$ cat src/rtl/pam_pkg.sv
package pam_pkg;
  localparam int unsigned DEF_LOG_AW        = 16;
  localparam int unsigned DEF_OFF_W         = 14;
  localparam int unsigned DEF_PAGE_W        = 8;
  localparam int unsigned DEF_REG_AW        = 8;
  localparam int unsigned DEF_REG_BASE      = 'h2C;
  localparam int unsigned DEF_INT_ROM_BYTES = 524288;
endpackage

$ cat src/rtl/pam_page_regs.sv
module pam_page_regs #(
  parameter int unsigned PAGE_W    = 8,
  parameter int unsigned REG_AW    = 8,
  parameter int unsigned NUM_RELOC = 3,
  parameter int unsigned REG_BASE  = 'h2C
) (
  input  logic                          clk,
  input  logic                          rst,
  input  logic [REG_AW-1:0]             reg_addr,
  input  logic                          reg_we,
  input  logic [PAGE_W-1:0]             reg_wdata,
  output logic [PAGE_W-1:0]             reg_rdata,
  output logic [NUM_RELOC*PAGE_W-1:0]   page_flat
);
  logic [NUM_RELOC-1:0] hit;
  logic [PAGE_W-1:0]    rd_next;

  genvar gi;
  generate
    for (gi = 0; gi < NUM_RELOC; gi++) begin : g_win
      assign hit[gi] = (reg_addr == REG_AW'(REG_BASE + gi));
      always_ff @(posedge clk) begin
        if (rst)
          page_flat[gi*PAGE_W +: PAGE_W] <= PAGE_W'(gi + 1);
        else if (reg_we && hit[gi])
          page_flat[gi*PAGE_W +: PAGE_W] <= reg_wdata;
      end
    end
  endgenerate

  always_comb begin
    rd_next = '0;
    for (int k = 0; k < NUM_RELOC; k++)
      if (hit[k]) rd_next = page_flat[k*PAGE_W +: PAGE_W];
  end

  always_ff @(posedge clk) begin
    if (rst) reg_rdata <= '0;
    else     reg_rdata <= rd_next;
  end

  // a write that misses every mapping register changes none of them
  assert_stray_write_R6: assert property (@(posedge clk) disable iff (rst)
    (reg_we && (hit == '0)) |=> $stable(page_flat));

  // an address outside the register window reads back as zero
  assert_stray_read_R5: assert property (@(posedge clk) disable iff (rst)
    (hit == '0) |=> (reg_rdata == '0));

  // decoded hits never overlap
  assert_onehot_hit_R2: assert property (@(posedge clk) disable iff (rst)
    $onehot0(hit));
endmodule

$ cat src/rtl/pam_translate.sv
module pam_translate #(
  parameter int unsigned LOG_AW    = 16,
  parameter int unsigned OFF_W     = 14,
  parameter int unsigned PAGE_W    = 8,
  parameter int unsigned NUM_RELOC = 3,
  localparam int unsigned WIN_W    = LOG_AW - OFF_W,
  localparam int unsigned NUM_WIN  = 1 << WIN_W,
  localparam int unsigned PHYS_W   = PAGE_W + OFF_W
) (
  input  logic [LOG_AW-1:0]           log_addr,
  input  logic [NUM_RELOC*PAGE_W-1:0] page_flat,
  output logic [PHYS_W-1:0]           phys_addr
);
  logic [WIN_W-1:0]  win;
  logic [PAGE_W-1:0] page;

  assign win = log_addr[LOG_AW-1:OFF_W];

  // window 0 stays on page 0; others pick their register
  always_comb begin
    page = '0;
    for (int k = 1; k < NUM_WIN; k++)
      if (win == WIN_W'(k)) page = page_flat[(k-1)*PAGE_W +: PAGE_W];
  end

  assign phys_addr = {page, log_addr[OFF_W-1:0]};
endmodule

$ cat src/rtl/pam_out_stage.sv
module pam_out_stage #(
  parameter int unsigned PHYS_W        = 22,
  parameter int unsigned INT_ROM_BYTES = 524288
) (
  input  logic              clk,
  input  logic              rst,
  input  logic              fetch_valid,
  input  logic              cfg_ext_mem,
  input  logic [PHYS_W-1:0] phys_next,
  output logic              phys_valid,
  output logic [PHYS_W-1:0] phys_addr,
  output logic              phys_ext,
  output logic              phys_oor
);
  localparam logic [PHYS_W:0] INT_LIMIT = (PHYS_W+1)'(INT_ROM_BYTES);

  logic beyond_int;
  assign beyond_int = ({1'b0, phys_next} >= INT_LIMIT);

  always_ff @(posedge clk) begin
    if (rst) begin
      phys_valid <= 1'b0;
      phys_addr  <= '0;
      phys_ext   <= 1'b0;
      phys_oor   <= 1'b0;
    end else begin
      phys_valid <= fetch_valid;
      if (fetch_valid) begin
        phys_addr <= phys_next;
        phys_ext  <= cfg_ext_mem;
        phys_oor  <= !cfg_ext_mem && beyond_int;
      end
    end
  end

  assert_valid_follows_R7: assert property (@(posedge clk) disable iff (rst)
    fetch_valid |=> phys_valid);
  assert_idle_quiet_R7: assert property (@(posedge clk) disable iff (rst)
    !fetch_valid |=> (!phys_valid && $stable(phys_addr) && $stable(phys_ext)));
  assert_ext_sampled_R8: assert property (@(posedge clk) disable iff (rst)
    fetch_valid |=> (phys_ext == $past(cfg_ext_mem)));
  assert_oor_internal_only_R9: assert property (@(posedge clk) disable iff (rst)
    (phys_valid && phys_ext) |-> !phys_oor);
endmodule

$ cat src/rtl/paged_addr_mapper.sv
module paged_addr_mapper
  import pam_pkg::*;
#(
  parameter int unsigned LOG_AW        = DEF_LOG_AW,
  parameter int unsigned OFF_W         = DEF_OFF_W,
  parameter int unsigned PAGE_W        = DEF_PAGE_W,
  parameter int unsigned REG_AW        = DEF_REG_AW,
  parameter int unsigned REG_BASE      = DEF_REG_BASE,
  parameter int unsigned INT_ROM_BYTES = DEF_INT_ROM_BYTES,
  localparam int unsigned WIN_W        = LOG_AW - OFF_W,
  localparam int unsigned NUM_RELOC    = (1 << WIN_W) - 1,
  localparam int unsigned PHYS_W       = PAGE_W + OFF_W
) (
  input  logic              clk,
  input  logic              rst,
  input  logic              cfg_ext_mem,
  input  logic              fetch_valid,
  input  logic [LOG_AW-1:0] fetch_addr,
  input  logic [REG_AW-1:0] reg_addr,
  input  logic              reg_we,
  input  logic [PAGE_W-1:0] reg_wdata,
  output logic [PAGE_W-1:0] reg_rdata,
  output logic              phys_valid,
  output logic [PHYS_W-1:0] phys_addr,
  output logic              phys_ext,
  output logic              phys_oor
);
  logic [NUM_RELOC*PAGE_W-1:0] page_flat;
  logic [PHYS_W-1:0]           phys_next;

  pam_page_regs #(
    .PAGE_W(PAGE_W), .REG_AW(REG_AW), .NUM_RELOC(NUM_RELOC), .REG_BASE(REG_BASE)
  ) u_regs (
    .clk(clk), .rst(rst), .reg_addr(reg_addr), .reg_we(reg_we),
    .reg_wdata(reg_wdata), .reg_rdata(reg_rdata), .page_flat(page_flat)
  );

  pam_translate #(
    .LOG_AW(LOG_AW), .OFF_W(OFF_W), .PAGE_W(PAGE_W), .NUM_RELOC(NUM_RELOC)
  ) u_xlate (
    .log_addr(fetch_addr), .page_flat(page_flat), .phys_addr(phys_next)
  );

  pam_out_stage #(
    .PHYS_W(PHYS_W), .INT_ROM_BYTES(INT_ROM_BYTES)
  ) u_out (
    .clk(clk), .rst(rst), .fetch_valid(fetch_valid), .cfg_ext_mem(cfg_ext_mem),
    .phys_next(phys_next), .phys_valid(phys_valid), .phys_addr(phys_addr),
    .phys_ext(phys_ext), .phys_oor(phys_oor)
  );

  // window 0 lands on page 0 with its offset intact
  assert_fixed_window_R1: assert property (@(posedge clk) disable iff (rst)
    (fetch_valid && (fetch_addr[LOG_AW-1:OFF_W] == '0)) |=>
      (phys_addr == PHYS_W'($past(fetch_addr[OFF_W-1:0]))));
endmodule

$ cat config.mk
export PLATFORM = sky130hd
export DESIGN_NAME = paged_addr_mapper
export DESIGN_NICKNAME = d
export VERILOG_FILES = /design/src/rtl/pam_pkg.sv /design/src/rtl/pam_page_regs.sv /design/src/rtl/pam_translate.sv /design/src/rtl/pam_out_stage.sv /design/src/rtl/paged_addr_mapper.sv
export SDC_FILE = /design/constraint.sdc
export NUM_CORES = 1
export LEC_CHECK = 0
export CAP_MARGIN = 20
export CORE_ASPECT_RATIO = 1.2
export CORE_MARGIN = 3
export CORE_UTILIZATION = 42
export CTS_CLUSTER_SIZE = 16
export DETAILED_ROUTE_END_ITERATION = 12
export PLACE_DENSITY = 0.72
export SETUP_SLACK_MARGIN = 0.3
export SYNTH_ARGS = -nofsm -noshare
export SYNTH_HDL_FRONTEND = slang
export SYNTH_SLANG_ARGS = --single-unit
export TNS_END_PERCENT = 10
$ cat constraint.sdc
create_clock -name clk -period 1.2 [get_ports clk]
set_input_delay 0.3 -clock clk [delete_from_list [all_inputs] [get_ports clk]]
set_output_delay 0.3 -clock clk [all_outputs]
set_load 0.005 [all_outputs]
* After elaboration in Yosys (flattened, before gate mapping)
Index checks and enable logic that the tools add are counted.
** Storage, ports and cells
- Bits in registers :: 57
- Output and inout bits :: 33
- Logic and storage cells :: 26
** Cells by class
- Reductions and logical operators :: 5
- Mux-type cells :: 6
- Equal/unequal tests :: 6
- Magnitude comparators :: 1
** Operator list (count)
- $mux 8 :: 6
- $eq 8x6->1 const B :: 3
- $ge 22x20->1 const B :: 1
- $eq 2x2->1 const B :: 2
- $logic_and 1x1->1 :: 4
- $eq 2x1->1 const B :: 1
- $logic_not 1->1 :: 1

* Depth between registers and ports, before layout
- Word-level depth :: 6
- Mapped depth :: 7
- Gate-level depth less buffers :: 4

* Hierarchy
Synthesis repeated with hierarchy kept, for this count alone.
** Second synthesis, totals
- Cell total of the unflattened synthesis :: 246
- Area, all modules :: 2627.5 um^2
** Modules (own cells, without submodules)
- pam_page_regs :: area each 1410.1 um^2, cells an instance 131, instances 1
- pam_out_stage :: area each 920.9 um^2, cells an instance 81, instances 1
- pam_translate :: area each 296.5 um^2, cells an instance 34, instances 1

* Worst setup path before layout
OpenSTA, ideal clock, no wires.
- Path kind :: input-to-reg
- From :: input port fetch_addr[15]
- To :: register u_out.phys_oor
- Data arrival time :: 1.157 ns
- Stages :: 5
- Slack :: -0.072 ns
- Required time :: 1.084 ns
- Path through :: buf_6 > mux2_1 > a22oi_2 > nand3_1 > a31o_1
** Between the ends
- Word-level cells in the longest chain between the ends :: 6
- Elaborated cells on any way between the ends :: 8
- Those cells by class :: order compare (1); eq/ne (3); mux (3); reduce/logical (1)
** RTL lines
- start, declared :: line paged_addr_mapper.sv:18 : input logic [LOG_AW-1:0] fetch_addr,
- $eq 2x1->1 :: line pam_translate.sv:23 : if (win == WIN_W'(k)) page = page_flat[(k-1)*PAGE_W +: PAGE_W];
- $mux 8 (2 in series) :: line pam_translate.sv:23
- $mux 8 (*) :: line pam_translate.sv:23
- $ge 22x20->1 (*) :: line pam_out_stage.sv:18 : assign beyond_int = ({1'b0, phys_next} >= INT_LIMIT);
- $logic_and 1x1->1 (*) :: line pam_out_stage.sv:31 : phys_oor <= !cfg_ext_mem && beyond_int;
- end signal, assigned :: line pam_out_stage.sv:31
- end, declared :: line pam_out_stage.sv:13 : output logic phys_oor
Mark *: on every way between the ends. The rest lies on a longest branch, timed or not.
A chain may end at the register's enable or synchronous reset.

* Worst setup path in the final report
- From :: register u_regs.page_flat[7]
- To :: register u_out.phys_oor
** Between the ends
- Word-level cells in the longest chain between the ends :: 5
** RTL lines
- start, declared :: line pam_page_regs.sv:13 : output logic [NUM_RELOC*PAGE_W-1:0] page_flat
- start signal, assigned by index :: line pam_page_regs.sv:24 : page_flat[gi*PAGE_W +: PAGE_W] <= PAGE_W'(gi + 1);
- start signal, assigned by index :: line pam_page_regs.sv:26 : page_flat[gi*PAGE_W +: PAGE_W] <= reg_wdata;
- $mux 8 (3 in series) :: line pam_translate.sv:23
- $ge 22x20->1 :: line pam_out_stage.sv:18
- $logic_and 1x1->1 :: line pam_out_stage.sv:31
No other way between the ends.

==> flow_summary.yaml <==
die:
  die_height_um: 89.3
  placeableCoreArea_sq_um: 5440
  ios: 70
  initial_core_util: 0.446
  floorplan.die_area_sq_um: 6740
  core.rowCount: 29
  die_w_um: 75.4
critical_path:
  timing.critical_path.required_ns: 1.43
  endpoint_kind: "flop"
  cp_data_arrival_time_ns: 1.42
  type_of_origin_of_the_critical_path: "flop"
  reg2reg_setup_slack_ns: 0.01
  reg2reg_depth: 4
  critical_path.reg2reg.startpoint: "u_regs.page_flat[7]"
  path_max_fanout: 3
  path_class: "flop to flop"
  reg2reg_to: "u_out.phys_oor"
timing:
  relSlewSlack: 0.791
  final_setup_fails: 0
  maxClockFrequency_mhz: 842
  rsz0062_at_grt: "yes"
  timing_hold_violations_final: 0
  worst-slew-pin-transition_ns: 0.313
  final.setup_skew_ns: 0.00905
  timing.final.crit_period_ns: 1.19
  setup-tns-final_ns: 0
  final-max-slew-violation-count: 0
  post-route-period-util: 0.990
cts:
  cts-root-to-sink-buffers: 2
  tritoncts.num_buffers: 9
  cts-hold-fix-buffers: 0
  cts_tree: "yes"
  path_clk_slew_ns: 0.06
  clk_root_buffer_cell: "clkbuf_8"
  insertion_delay_ns: 0.34
  clock_sinks: 57
  htree_num_levels: 3
drt:
  routed_via_density: 5.44
  routedWlPerCell_um: 17.0
  route.vias.total: 2209
  drc: 0
  routed_wirelength_um: 6890
  detail_route.iter0.violations: 192
  drtAntennaViolNets: 0
  detailedRoute.firstPassIterationCount: 4
finish:
  nNetsFinal: 376
  most_common_library_cell_in_the_layout_ignoring_fill_and_taps: "nor2_1"
  highest_count_cells_in_the_layout_ignoring_fill_and_taps: "nor2_1, dfxtp_2, dfxtp_1, mux2i_1, clkdlybuf4s50_1"
  post_route_cells_drive_above_1_share: 0.451
  design_area_sq_um: 3700
  fillerInstances: 448
  area_growth_pct: 52.4
  diodes: 0
power:
  cellPowerDensity_nw_per_um2: 1160
  power_mw: 4.28
  peakVddDrop_uv: 808
  leakage_nw: 1.59
global_route:
  grt_remaining_overflow: 0
  grt_use_total: 0.213
  grt_max_degree: 28
  first_global_vias: 2170
  antenna_found_initial: 0
  grt_pass1_wl_um: 10700
placement:
  dpl-instance-area_sq_um: 3270
  port-buffer-count: 69
  detailedPlacementHpwl_um: 4300
  gp_congestion: 0.766
logic_synthesis:
  synth_edf_count: 0
  netlist_area_sq_um: 2430
  synthTopCellsByArea: "dfxtp_1, mux2i_1, nor2_1"
  synthesis.area_per_instance_sq_um: 9.96
  postSynthNetCount: 281
  ys_async_sr_fraction: 0
  synthDominantCellAreaShare: 0.470
  synth.largest_area_cell: "dfxtp_1"
  synth_top_flop_cell: "dfxtp_1"
  postSynthRegisterBits: 57
  synth.distinct_cells: 27
  ys_seq_area_frac: 0.470
  syn-instance-count: 244
  ys_warn_count: 0
worst_hold_path:
  hold_path.startpoint: "reg_we"
  holdCritPathClass: "primary input to flop"
  hold-path-endpoint: "u_regs.page_flat[12]"
  holdPathStages: 3
run_status:
  result_of_the_run: "complete, no violations"
flow_run:
  cap_violations: 0
==> final cells by class <==
cell class	count	area, sq um	share of cell area
multi-input cells	170	1330	0.360
flip-flops and latches	57	1180	0.318
repair buffers	100	921	0.249
clock buffers	13	149	0.0402
well taps	62	77.6	0.0210
clock inverters	3	40.0	0.0108
inverters	1	3.75	0.00101
==> report_power, final <==
part	leakage (nW)	switching, mW	total (mW)	internal (mW)
registers	0.475	0.0289	1.98	1.95
clock network	0.0974	0.746	1.76	1.01
logic	1.02	0.234	0.547	0.313
total	1.59	1.01	4.28	3.27
==> critical path: stages, from the launching register on <==
cell and delay (ns):
dfxtp_1 0.35, mux2_4 0.29, a22oi_2 0.15, nand3_1 0.10, a31o_1 0.19
==> synthesized netlist by cell type (4+ instances only) <==
library cell / n
nand3b_1: 20
o21ai_2: 4
clkbuf_1: 6
a211oi_1: 8
a21oi_1: 11
dfxtp_1: 57
a22oi_1: 5
mux2i_1: 24
nand2b_1: 7
buf_6: 5
mux2_1: 7
buf_2: 6
o21ai_1: 17
nor2_1: 45
==> per-layer routing <==
| layer | up-vias | track usage | share of wire |
|---|---|---|---|
| met5 | - | 0 | 0 |
| met4 | 0 | 0.0954 | 0.019 |
| met3 | 13 | 0.0754 | 0.066 |
| met2 | 85 | 0.330 | 0.51 |
| met1 | 1053 | 0.264 | 0.41 |
| li1 | 1058 | - | - |
==> how the worst max path moves through the flow <==
| stage | cells past startpoint | startpoint | slack, ns | end |
|---|---|---|---|---|
| after detailed placement | 5 | fetch_addr[15] | -0.64 | u_out.phys_addr[18] |
| after floorplan | 5 | fetch_addr[15] | -0.02 | u_out.phys_oor |
| after CTS | 4 | u_regs.page_flat[5] | 0.06 | u_out.phys_oor |
| after global routing | 4 | u_regs.page_flat[7] | -0.03 | u_out.phys_oor |
| final | 4 | u_regs.page_flat[7] | 0.01 | u_out.phys_oor |
| after global placement | 5 | fetch_addr[15] | -0.61 | u_out.phys_addr[18] |
==> state kept, by name, indices dropped and copies added (netlist names) <==
| register | cells |
|---|---|
| u_regs.reg_rdata | 8 |
| u_out.phys_valid | 1 |
| u_out.phys_addr | 22 |
| u_out.phys_oor | 1 |
| u_out.phys_ext | 1 |
| u_regs.page_flat | 24 |
==> logic make-up after synthesis <==
family,Yosys count,share of synthesized area
buf+inv,20,0.0525
flops,57,0.470
compound gates,49,0.131
mux,32,0.136
simple gates,86,0.211
==> timing repair <==
item	4_1_cts	5_1_grt
setup buffers	7	2
gates resized for setup	194	49
pin swaps	6	37
setup endpoints to repair	90	90
gates cloned	3	1
==> metrics by stage <==
stage / utilization / hold slack, ns / cells / setup WS (ns)
floorplan: - / 0.383 / 244 / -0.0169
global placement: 0.601 / 0.474 / 377 / -0.615
detailed placement: 0.601 / 0.481 / 377 / -0.643
CTS: 0.650 / 0.488 / 403 / 0.0567
global route: 0.680 / 0.417 / 406 / -0.0350
finish: 0.680 / 0.402 / 406 / 0.0123
Note: power is estimated with default switching activity, not from simulation.
